### src/rtl/muldiv_pkg.sv
package muldiv_pkg;
  typedef enum logic [1:0] {
    OP_MUL  = 2'b00,
    OP_MULU = 2'b01,
    OP_DIV  = 2'b10,
    OP_DIVU = 2'b11
  } md_op_e;
endpackage

### src/rtl/md_mul_step.sv
// One shift-add multiply iteration: conditionally add, then shift right.
module md_mul_step #(
  parameter int W = 32
) (
  input  logic [W-1:0] acc,
  input  logic [W-1:0] mlr,
  input  logic [W-1:0] mcand,
  output logic [W-1:0] acc_nx,
  output logic [W-1:0] mlr_nx
);
  logic [W:0] sum;

  always_comb begin
    sum    = {1'b0, acc} + (mlr[0] ? {1'b0, mcand} : '0);
    acc_nx = sum[W:1];
    mlr_nx = {sum[0], mlr[W-1:1]};
  end
endmodule

### src/rtl/md_div_step.sv
// One restoring-division iteration: shift in a dividend bit, trial subtract.
module md_div_step #(
  parameter int W = 32
) (
  input  logic [W-1:0] rem,
  input  logic [W-1:0] quo,
  input  logic [W-1:0] dvs,
  output logic [W-1:0] rem_nx,
  output logic [W-1:0] quo_nx
);
  logic [W:0] shf;
  logic [W:0] dif;
  logic       fits;

  always_comb begin
    shf    = {rem, quo[W-1]};
    dif    = shf - {1'b0, dvs};
    // an overflowed shift is always >= any W-bit divisor
    fits   = shf[W] | ~dif[W];
    rem_nx = fits ? dif[W-1:0] : shf[W-1:0];
    quo_nx = {quo[W-2:0], fits};
  end
endmodule

### src/rtl/md_hilo.sv
// Result register pair with a registered, busy-interlocked read port.
module md_hilo #(
  parameter int W = 32
) (
  input  logic         clk,
  input  logic         rst,
  input  logic         wr_en,
  input  logic [W-1:0] hi_in,
  input  logic [W-1:0] lo_in,
  input  logic         busy_in,
  input  logic         rd_en,
  input  logic         rd_sel,
  output logic [W-1:0] rd_data,
  output logic         rd_ready
);
  logic [W-1:0] hi_q;
  logic [W-1:0] lo_q;

  always_ff @(posedge clk) begin
    if (rst) begin
      hi_q <= '0;
      lo_q <= '0;
    end else if (wr_en) begin
      hi_q <= hi_in;
      lo_q <= lo_in;
    end
  end

  always_ff @(posedge clk) begin
    if (rst) begin
      rd_data  <= '0;
      rd_ready <= 1'b0;
    end else begin
      rd_ready <= rd_en & ~busy_in;
      if (rd_en && !busy_in) rd_data <= rd_sel ? hi_q : lo_q;
    end
  end

  // data is only presented for a read made while idle
  a_r7_ready_src: assert property (@(posedge clk) disable iff (rst)
    rd_ready |-> $past(rd_en) && !$past(busy_in));

  // a read while busy is stalled
  a_r7_stall: assert property (@(posedge clk) disable iff (rst)
    (rd_en && busy_in) |=> !rd_ready);

  // the pair never changes while the unit is idle
  a_r9_hold_idle: assert property (@(posedge clk) disable iff (rst)
    !busy_in |=> $stable(hi_q) && $stable(lo_q));
endmodule

### src/rtl/muldiv_unit.sv
module muldiv_unit
  import muldiv_pkg::*;
#(
  parameter int W = 32
) (
  input  logic         clk,
  input  logic         rst,
  input  logic         req_valid,
  input  logic [1:0]   req_op,
  input  logic [W-1:0] opa,
  input  logic [W-1:0] opb,
  output logic         busy,
  output logic         req_err,
  input  logic         rd_en,
  input  logic         rd_sel,
  output logic [W-1:0] rd_data,
  output logic         rd_ready
);
  localparam int CW = $clog2(W);
  localparam logic [CW-1:0] LAST = CW'(W - 1);

  logic [CW-1:0] cnt;
  logic          is_div;
  logic          neg_lo, neg_hi;
  logic [W-1:0]  p_hi, p_lo, opnd;

  // request decode and operand magnitudes
  md_op_e        op;
  logic          start, sgn, div_in, a_neg, b_neg;
  logic [W-1:0]  a_mag, b_mag;

  always_comb begin
    op     = md_op_e'(req_op);
    start  = req_valid & ~busy;
    sgn    = (op == OP_MUL) || (op == OP_DIV);
    div_in = (op == OP_DIV) || (op == OP_DIVU);
    a_neg  = sgn & opa[W-1];
    b_neg  = sgn & opb[W-1];
    a_mag  = a_neg ? -opa : opa;
    b_mag  = b_neg ? -opb : opb;
  end

  // iteration datapaths
  logic [W-1:0] m_hi_nx, m_lo_nx, d_hi_nx, d_lo_nx;

  md_mul_step #(.W(W)) u_mul (
    .acc(p_hi), .mlr(p_lo), .mcand(opnd),
    .acc_nx(m_hi_nx), .mlr_nx(m_lo_nx)
  );

  md_div_step #(.W(W)) u_div (
    .rem(p_hi), .quo(p_lo), .dvs(opnd),
    .rem_nx(d_hi_nx), .quo_nx(d_lo_nx)
  );

  // final sign correction on the last iteration
  logic [2*W-1:0] prod;
  logic [W-1:0]   res_hi, res_lo;
  logic           done;

  always_comb begin
    done = busy && (cnt == LAST);
    prod = {m_hi_nx, m_lo_nx};
    if (neg_lo && !is_div) prod = -prod;
    if (is_div) begin
      res_lo = neg_lo ? -d_lo_nx : d_lo_nx;
      res_hi = neg_hi ? -d_hi_nx : d_hi_nx;
    end else begin
      res_lo = prod[W-1:0];
      res_hi = prod[2*W-1:W];
    end
  end

  // sequencer
  always_ff @(posedge clk) begin
    if (rst) begin
      busy    <= 1'b0;
      req_err <= 1'b0;
      cnt     <= '0;
      is_div  <= 1'b0;
      neg_lo  <= 1'b0;
      neg_hi  <= 1'b0;
      p_hi    <= '0;
      p_lo    <= '0;
      opnd    <= '0;
    end else begin
      req_err <= req_valid & busy;
      if (start) begin
        busy   <= 1'b1;
        cnt    <= '0;
        is_div <= div_in;
        p_hi   <= '0;
        p_lo   <= a_mag;
        opnd   <= b_mag;
        neg_lo <= div_in ? ((a_neg ^ b_neg) && (opb != '0)) : (a_neg ^ b_neg);
        neg_hi <= div_in & a_neg;
      end else if (busy) begin
        p_hi <= is_div ? d_hi_nx : m_hi_nx;
        p_lo <= is_div ? d_lo_nx : m_lo_nx;
        cnt  <= cnt + 1'b1;
        if (cnt == LAST) busy <= 1'b0;
      end
    end
  end

  md_hilo #(.W(W)) u_hilo (
    .clk(clk), .rst(rst), .wr_en(done),
    .hi_in(res_hi), .lo_in(res_lo), .busy_in(busy),
    .rd_en(rd_en), .rd_sel(rd_sel),
    .rd_data(rd_data), .rd_ready(rd_ready)
  );

  // an idle-time request always starts an operation
  a_r2_accept: assert property (@(posedge clk) disable iff (rst)
    (req_valid && !busy) |=> busy);

  // the error pulse follows only a request made while busy
  a_r8_err_src: assert property (@(posedge clk) disable iff (rst)
    req_err |-> $past(req_valid) && $past(busy));

  // a dropped request does not end or restart the running operation
  a_r8_no_restart: assert property (@(posedge clk) disable iff (rst)
    (busy && req_valid && cnt != LAST) |=> busy && (cnt == $past(cnt) + 1'b1));
endmodule

### config.mk
export PLATFORM = sky130hd
export DESIGN_NAME = muldiv_unit
export DESIGN_NICKNAME = d
export VERILOG_FILES = /design/src/rtl/muldiv_pkg.sv /design/src/rtl/md_mul_step.sv /design/src/rtl/md_div_step.sv /design/src/rtl/md_hilo.sv /design/src/rtl/muldiv_unit.sv
export SDC_FILE = /design/constraint.sdc
export NUM_CORES = 1
export LEC_CHECK = 0
export BUFFER_PORTS_ARGS = -buffer_cell sky130_fd_sc_hd__buf_4
export CAP_MARGIN = 20
export CORE_MARGIN = 2
export CORE_UTILIZATION = 48
export CTS_CLUSTER_SIZE = 16
export DETAILED_ROUTE_END_ITERATION = 10
export PLACE_DENSITY = 0.62
export SYNTH_ARGS = -nofsm -noshare
export SYNTH_HDL_FRONTEND = slang
export SYNTH_SLANG_ARGS = --single-unit
### constraint.sdc
create_clock -name clk -period 7.5 [get_ports clk]
set_input_delay 0.375 -clock clk [delete_from_list [all_inputs] [get_ports clk]]
set_output_delay 0.375 -clock clk [all_outputs]
set_load 0.01 [all_outputs]
* After elaboration in Yosys (flattened, before gate mapping) *
Index checks and enable logic that the tools add are counted.

word-level totals
  bits in registers = 203
  bits in latches = 0
  RAM bits = 0
  ROM bits = 0
  input bits = 71
  memories kept = 0

operators by class
  add/subtract/negate cells = 8
  multipliers = 0
  divide/modulo/power cells = 0
  $lt $le $gt $ge = 0
  eq/ne operators = 3
  shift operators = 0
  mux-type cells = 18
  bitwise gates (word level) = 10
  reductions and logical operators = 12

operator list
  cell                   count
  $mux W32               13
  $neg A32 Y32           4
  $mux W64               1
  $neg A64 Y64           1
  $add A32 B33 Y33       1
  $sub A33 B32 Y33       1
  $reduce_bool A32 Y1    1
  $and A1 B1 Y1          6
  $add A5 B1 Y5 const B  1
  $eq A5 B5 Y1 const B   1
  $eq A2 B2 Y1 const B   2
  $logic_and A1 B1 Y1    4
  $mux W1                4
  $logic_not A1 Y1       2
  $logic_not A2 Y1       1
  $logic_or A1 B1 Y1     2
  $not A1 Y1             2
  $reduce_bool A2 Y1     1
  $reduce_or A2 Y1       1
  $or A1 B1 Y1           1
  $xor A1 B1 Y1          1

* Logic depth before layout (Yosys ltp) *
Gate-level depths: netlist of run 1.

  word-level depth = 7
  mapped depth = 26
  gate-level depth less buffers = 23

* Hierarchy *
From an unflattened synthesis of run 1, not the netlist that was laid out.

unflattened totals
  cell total of the unflattened synthesis = 2341
  area, all modules = 18088.6 um^2

modules (own cells, without submodules)
  module       instances  cells an instance  area an instance (um^2)
  muldiv_unit  1          1270               9532.9
  md_hilo      1          352                3776.1
  md_mul_step  1          353                2428.6
  md_div_step  1          366                2351.0

* Worst setup path after synthesis of run 1 *
No wires, ideal clock.

  path type = reg2reg
  from = register p_lo[31]
  to = register u_hilo.hi_q[24]
  arrival time = 5.890 ns
  slack = 1.488 ns
  cell stages (with the launch flop) = 26
  path buffers = 4
  path through = dfxtp_1 > inv_1 > ha_1 > fa_1 > nand2b_1 > a21oi_1 > or2_2 > clkbuf_1 > a211o_1 > nand3_1 > nand2_1 > buf_2 > buf_1 > clkbuf_1 > nand2_1 > o21ai_0 > ha_1 > nand2_1 > a221o_1 > or4_1 > a2111oi_0 > o22ai_1 > nor3_1 > a21oi_1 > xnor2_1 > a221o_1

between the ends
  longest elaborated chain between the ends = 7
  elaborated cells on any way between the ends = 9
  those cells by class = add/sub (3); mux (4); bitwise (2)

RTL lines
  element                 RTL line           source
  from (decl)             muldiv_unit.sv:25  logic [W-1:0] p_hi, p_lo, opnd;
  from (signal assigned)  muldiv_unit.sv:93  p_lo <= a_mag;
  from (signal assigned)  muldiv_unit.sv:99  p_lo <= is_div ? d_lo_nx : m_lo_nx;
  $sub A33 B32 Y33        md_div_step.sv:17  dif = shf - {1'b0, dvs};
  $not A1 Y1              md_div_step.sv:19  fits = shf[W] | ~dif[W];
  $or A1 B1 Y1            md_div_step.sv:19
  $mux W32                md_div_step.sv:20  rem_nx = fits ? dif[W-1:0] : shf[W-1:0];
  $neg A32 Y32            muldiv_unit.sv:67  res_hi = neg_hi ? -d_hi_nx : d_hi_nx;
  $mux W32                muldiv_unit.sv:67
  $mux W32 (*)            muldiv_unit.sv:65  if (is_div) begin
  to (signal assigned)    md_hilo.sv:24      hi_q <= hi_in;
  to (decl)               md_hilo.sv:16      logic [W-1:0] hi_q;

Mark *: on every way between the ends. The rest lies on a longest branch, timed or not.
A chain may end at the register's enable or synchronous reset.

* Worst setup path in the final report of run 1 *
Ends and elaborated chain as after synthesis.

==> results of run 1 <==
## cell usage in the layout (no fill, tap or decap), types with 8 or more instances in the layout
cell,instances
and2_1,17
o31ai_1,38
nor2_1,383
nand2_1,202
or2_2,15
nand4_1,15
o21a_1,16
o21ai_0,135
and4_1,11
a211oi_1,131
and3_1,15
or4_1,22
a31oi_1,22
or3_1,41
mux2_2,13
nor4_1,24
ha_1,71
nor2b_1,18
a21o_1,24
clkbuf_16,25
buf_4,130
o22ai_1,11
clkinv_2,8
o211ai_1,32
nand2b_1,27
inv_1,65
xnor2_1,89
o41ai_1,15
dfxtp_1,200
a21oi_1,202
a311oi_1,20
xor2_1,99
nand3_1,42
mux2i_1,106
nor3_1,63
## flip-flops by register name, summed over array words and instances (netlist names)
register	count
neg_lo	1
busy	1
req_err	1
u_hilo.lo_q	32
cnt	5
neg_hi	1
p_hi	32
u_hilo.rd_data	32
u_hilo.rd_ready	1
p_lo	32
u_hilo.hi_q	32
is_div	1
opnd	32
## power by group through the flow
stage | Combinational (W) | Sequential [W] | Clock, W
global route | 0.00130 | 0.00122 | 0.00126
detailed placement | 0.00116 | 0.00123 | 0
finish | 0.00120 | 0.00121 | 0.00120
CTS | 0.00117 | 0.00121 | 0.00121
floorplan | 0.000842 | 0.00118 | 0
global placement | 0.00116 | 0.00123 | 0
## area by class of cell
cell class                 instances  area, um2
timing repair buffer             131      996.0
clock inverter                    15      131.4
inverter                          66      247.7
tap                              511      639.4
clock buffer                      31      668.1
sequential                       203       4073
multi-input combinational       2047      13020
fill                            3789      17630
## logic make-up after synthesis
family | count (synthesis)
simple gates | 923
compound gates | 742
buf+inv | 261
flops | 203
xor+xnor | 188
mux | 121
fa+ha+maj | 73
## per-layer routing
metal | track usage [%] | part of all wire (%) | wire length, um
met5 | 0 | 0.020 | 13
met4 | 8.131 | 2.5 | 1586
met3 | 3.355 | 6.7 | 4318
met2 | 48.37 | 43 | 27320
met1 | 48.76 | 48 | 30930
## worst register-to-register path: cells and delay by family (launching register included)
kind,cells,cell delay [ps]
simple gates,8,1820
fa+ha+maj,3,920
flops,1,410
xor+xnor,1,160
compound gates,8,2640
buf+inv,2,340
## worst paths after layout
| check | cells past startpoint | from | to | slack (ps) |
|---|---|---|---|---|
| max reg2reg | 22 | p_lo[31] | u_hilo.hi_q[24] | 1080 |
| min | 3 | req_op[1] | is_div | 90 |
| max | 22 | p_lo[31] | u_hilo.hi_q[24] | 1080 |
| min reg2reg | 2 | u_hilo.lo_q[15] | u_hilo.lo_q[15] | 450 |
## per-stage QoR
stage / hold WS (ps) / power [W] / setup WS, ps
5_1_grt: 102.4 / 0.003774 / 842.5
6_report: 87.98 / 0.003603 / 1080
3_5_place_dp: 443.7 / 0.002395 / 1297
4_1_cts: 80.76 / 0.003591 / 1269
2_1_floorplan: 424.8 / 0.002022 / 1488
3_3_place_gp: 438.4 / 0.002392 / 1438
==> metrics.md, run 1 <==
| Metric | Value |
|---|---|
| Site Rows | 71 |
| Final Cycle Share | 85.59% |
| Warnings, synthesis | 0 |
| Die Wd | 198.0 um |
| Worst setup EP type | flip-flop |
| Syn-to-layout area delta | 9.455% |
| CTS tree | built |
| Final instance count without filler cells | 3004 |
| Max VDD drop | 0.0001892 V |
| Core area | 37400 um2 |
| Total CTS buffers | 25 |
| Internal power | 0.002227 W |
| Most common cell in the netlist | nor2_1 |
| Post-Synth Simple-Gate Area | 23.76% |
| Initial antenna violation count | 1 |
| GP Congestion | 0.9810 |
| Global-route wire length before repair | 99.30 mm |
| Finished Cell Area | 19770 um2 |
| Number of top-level pins | 106 |
| CTS clk-pin slew, worst paths | 70 ps |
| Required @ worst endpoint | 7950 ps |
| FFs w/ async S/R, synth | 0% |
| Adder-cell area share of the yosys netlist | 5.140% |
| DP Wirelength | 48.74 mm |
| Crit path largest cell delay | 810 ps |
| Yosys cell types | 85 |
| Top_reg_cell synth | dfxtp_1 |
| Dpl cells | 2958 |
| Share of layout cells above drive strength 1 | 9.025% |
| Yosys top cell area share | 22.50% |
| Comb pwr share | 33.2% |
| Crit-path max FO | 14 |
| Outcome | finished clean |
| Commonest cells in the netlist | nor2_1 (383), nand2_1 (204), dfxtp_1 (203), a21oi_1 (202), clkbuf_1 (164) |
| Synthesized Nets | 2655 |
| Die Y | 198.0 um |
| Largest net degree at the start of global routing | 167 |
| RSZ-0062 raised after global routing | false |
| # setup viols final | 0 |
| Average cell area after synthesis | 7.193 um2 |
| H-tree lvl count | 1 |
| Fmax | 0.1558 GHz |
| Drt wl/cell | 21.36 um |
| Port-buffer cells | 105 |
| Post-synthesis mux area share | 6.809% |
| Crit start category | flip-flop |
| Root Driver | clkbuf_16 |
| Seq pwr share | 33.5% |
| Type of the most critical hold path | input pin to flip-flop |
| Synth Area in Compound Gates | 27.11% |
| Kind of critical path | flip-flop to flip-flop |
| Setup_tns | 0 ps |
| Worst Path Arrival | 6870 ps |
| Via count | 18820 |
| Post-cts sizing count | 0 |
| Synth Area in XOR/XNOR | 9.116% |
| Initial core utilization | 48.30% |
| EDFF count, synth | 0 |
| #FFs+latches synth | 203 |
| Buf+Inv Stages, Crit Path | 2 |
| Detailed Routing Iterations Pass 1 | 6 |
| Drt via density | 6.264 |
| PwrDens | 182.2 nW/um2 |
| CP delay by family, top | compound AO/OA/AOI/OAI gates |
| Ant. Diodes | 0 |
| Max-cap viol count | 0 |
| Grt total ovfl | 0 |
| Sequential fraction of the synthesis area | 22.50% |
| Nets | 2618 |
| Largest area contributor in the netlist | dfxtp_1 |
| P_sw | 0.001376 W |
| Iteration-0 DRC Markers | 1747 |
| Crit path max-delay cell type | a2111oi_0 |
| Clock buffer depth | 3 |
| # DRC | 0 |
| Post-Syn Area | 18060 um2 |
| Post-DRT Antenna Nets | 0 |
| Final hold viol count | 0 |
| Worst clock skew | 15.73 ps |
| Leakage Power | 7.503 nW |
| Final core occ | 52.86% |
| Final min period | 6420 ps |
| Hold-fix buffers, CTS | 0 |
| Slew Limit Fails | 0 |
| Die Area | 39200 um2 |
| Slew HR | 30.66% |
| Worst slew pin tran | 1014 ps |
| Worst-Skew Late Latency | 570 ps |
| # Post-CTS Setup Buffers | 0 |
| Number of global-route vias before repair | 16750 |
| Placed cell areas | 18970 um2 |
| Synth area leaders | dfxtp_1 (22%), nor2_1 (8.0%), mux2i_1 (5.9%) |
| CTS Sinks | 203 |
| Routed wire length | 64.17 mm |
| Largest family of logic cells by synthesized area | compound AO/OA/AOI/OAI gates |
| GRT Util Overall | 32.23% |
| Clock share of power | 33.3% |
| Post-Synthesis Cells | 2511 |
| Critical-path cell list | inv_1, ha_1, fa_1, nand2b_1, a21oi_1, or2_2, a211o_1, nand3_1, buf_4, nand2_2, nand2_1, o21ai_0, ha_1, nand2_1, a221o_1, or4_1, a2111oi_0, o22ai_1, nor3_1, a21oi_1, xnor2_1, a221o_1 |
| Switching power share of the total | 38.18% |
Power figures use the tool's default switching activity.
==> run 2: changes to the inputs <==
--- a/config.mk
+++ b/config.mk
@@ -5,13 +5,16 @@
 export SDC_FILE = /design/constraint.sdc
 export NUM_CORES = 1
 export LEC_CHECK = 0
+export ABC_CLOCK_PERIOD_IN_PS = 7500
 export BUFFER_PORTS_ARGS = -buffer_cell sky130_fd_sc_hd__buf_4
 export CAP_MARGIN = 20
+export CELL_PAD_IN_SITES_DETAIL_PLACEMENT = 0
+export CELL_PAD_IN_SITES_GLOBAL_PLACEMENT = 2
 export CORE_MARGIN = 2
-export CORE_UTILIZATION = 48
+export CORE_UTILIZATION = 36
 export CTS_CLUSTER_SIZE = 16
 export DETAILED_ROUTE_END_ITERATION = 10
-export PLACE_DENSITY = 0.62
+export PLACE_DENSITY = 0.78
 export SYNTH_ARGS = -nofsm -noshare
 export SYNTH_HDL_FRONTEND = slang
 export SYNTH_SLANG_ARGS = --single-unit
==> run 2 against run 1 <==
Net effect:
- largest power group is now the clock network
- total power rose by 4.4%
- global-route usage fell by 6.5 points
- via count fell by 1.1%
- highest routed layer is now met4
==> metrics.md, run 2 (synthesized netlist as in run 1, its figures left out) <==
| Metric | Value |
|---|---|
| Stages on the worst setup path | 20 |
| Crit path max-delay cell type | or4_1 |
| Worst-Skew Late Latency | 570 ps |
| Type of the most critical hold path | input pin to flip-flop |
| GRT Util Overall | 25.78% |
| Number of global-route vias before repair | 17110 |
| Outcome | finished clean |
| CTS tree | built |
| Via count | 18600 |
| Buf+Inv Stages, Crit Path | 2 |
| Met2 usage | 39.32% |
| Crit path largest cell delay | 540 ps |
| Final min period | 6265 ps |
| Detailed Routing Iterations Pass 1 | 5 |
| Initial core utilization | 36.22% |
| Post-cts sizing count | 0 |
| Nets | 2620 |
| Iteration-0 DRC Markers | 1536 |
| CP delay by family, top | simple AND/OR/NAND/NOR gates |
| Initial antenna violation count | 1 |
| Kind of critical path | flip-flop to flip-flop |
| Max-cap viol count | 0 |
| Worst Path Arrival | 6660 ps |
| DP Wirelength | 53.11 mm |
| Ant. Diodes | 0 |
| Multi-input combinational cell area | 13010 um2 |
| Site Rows | 82 |
| # DRC | 0 |
| Drt via density | 5.876 |
| Core area | 49860 um2 |
| GP Congestion | 0.9400 |
| H-tree lvl count | 1 |
| RSZ-0062 raised after global routing | false |
| Grt total ovfl | 0 |
| GRT met1 Usage | 38.67% |
| Worst clock skew | 21.27 ps |
| Fillers | 5343 |
| Number of top-level pins | 106 |
| # setup viols final | 0 |
| Most common cell after layout, fill and taps aside | nor2_1 |
| Clock buffer depth | 3 |
| Total CTS buffers | 26 |
| Port-buffer cells | 105 |
| Drt wl/cell | 22.04 um |
| Die Area | 51980 um2 |
| Slew Limit Fails | 0 |
| Slew HR | 28.92% |
| Die Y | 228.0 um |
| Die Wd | 228.0 um |
| Global route hottest layer | met2 |
| Setup_tns | 0 ps |
| Global-route wire length before repair | 106.3 mm |
| Post-DRT Antenna Nets | 0 |
| Final Cycle Share | 83.54% |
| Dpl cells | 3120 |
| CTS clk-pin slew, worst paths | 70 ps |
| Required @ worst endpoint | 7900 ps |
| Final hold viol count | 0 |
| Worst Hold Depth | 3 |
| Commonest cells after routing, fill and taps aside | nor2_1 (383), a21oi_1 (202), nand2_1 (202) |
| Fmax | 0.1596 GHz |
| Worst setup EP type | flip-flop |
| Met3 Usage GRT | 3.088% |
| Hold-fix buffers, CTS | 0 |
| Routed wire length | 69.77 mm |
| Crit-path max FO | 22 |
| Crit start category | flip-flop |
| Worst slew pin tran | 1059 ps |
| Worst Reg-to-Reg Cells | 20 |
| Syn-to-layout area delta | 10.99% |
| # Post-CTS Setup Buffers | 0 |
| CTS Sinks | 203 |
| Share of layout cells above drive strength 1 | 8.861% |
| Leakage Power | 7.535 nW |
| Seq. cell area | 4073 um2 |
| PwrDens | 187.6 nW/um2 |
| Largest net degree at the start of global routing | 87 |
| Root Driver | clkbuf_16 |
| Final instance count without filler cells | 3166 |
| Max VDD drop | 0.0001542 V |
| Critical-path cell list | ha_1, a21oi_1, nand2_1, or2_2, a211o_1, nand3_1, buf_4, nand2_2, buf_4, o21ai_0, ha_1, nand2_1, a221o_1, or4_1, nor4b_1, a32oi_1, or4_1, o21a_1, mux2i_1, a21oi_1 |
-- run 2: changes by cell type in the layout (fill, tap and decap cells not counted), sizes merged --
cell | before | now
inv | 67 | 64
clkinv | 11 | 4
clkbuf | 31 | 40
buf | 131 | 132
bufinv | 1 | 3
clkinvlp | 2 | 1
-- run 2: layout make-up --
| class | count | area share (%) |
|---|---|---|
| clock buffer | 40 | 3.807 |
| sequential | 203 | 20.32 |
| inverter | 66 | 1.236 |
| timing repair buffer | 132 | 4.943 |
| tap | 672 | 4.194 |
| clock inverter | 6 | 0.5929 |
| multi-input combinational | 2047 | 64.91 |
-- run 2: where the power goes --
part | total, W | internal (W) | switching [W]
Combinational | 0.00121 | 0.000423 | 0.000788
Clock | 0.00134 | 0.000800 | 0.000537
Sequential | 0.00121 | 0.00113 | 0.0000847
Total | 0.00376 | 0.00235 | 0.00141
-- run 2: per-layer routing --
metal	wire length (um)	part of all wire, %	up-vias
met2	30150	43	637
met1	34080	49	8837
met4	1382	2.0	0
met5	0	0	-
met3	4154	6.0	94
li1	-	-	9036
-- run 2: per-stage QoR --
step	total power (W)	hold slack, ps	worst slack [ps]	utilization, %	area (um2)
floorplan	0.002022	424.8	1488	-	18060
global placement	0.002424	439.2	1488	38.43	19160
detailed placement	0.002427	445.7	1441	38.43	19160
CTS	0.003762	77.02	1402	40.20	20050
global route	0.003934	95.64	856.8	40.20	20050
finish	0.003761	93.97	1235	40.20	20050
-- run 2: path summary, 6_finish.rpt --
check / slack (ps) / end / startpoint
setup / recovery: 1230 / u_hilo.hi_q[26] / p_hi[6]
hold reg to reg: 450 / u_hilo.lo_q[8] / u_hilo.lo_q[8]
setup reg to reg: 1230 / u_hilo.hi_q[26] / p_hi[6]
hold / removal: 90 / is_div / req_op[1]
-- run 2: worst register-to-register path: stages (launching register included) --
cell	delay (ps)
dfxtp_1	500
ha_1	360
a21oi_1	320
nand2_1	110
or2_2	390
a211o_1	420
nand3_1	110
buf_4	240
nand2_2	130
buf_4	250
o21ai_0	310
ha_1	260
nand2_1	80
a221o_1	280
or4_1	540
nor4b_1	480
a32oi_1	410
or4_1	510
o21a_1	190
mux2i_1	140
a21oi_1	80
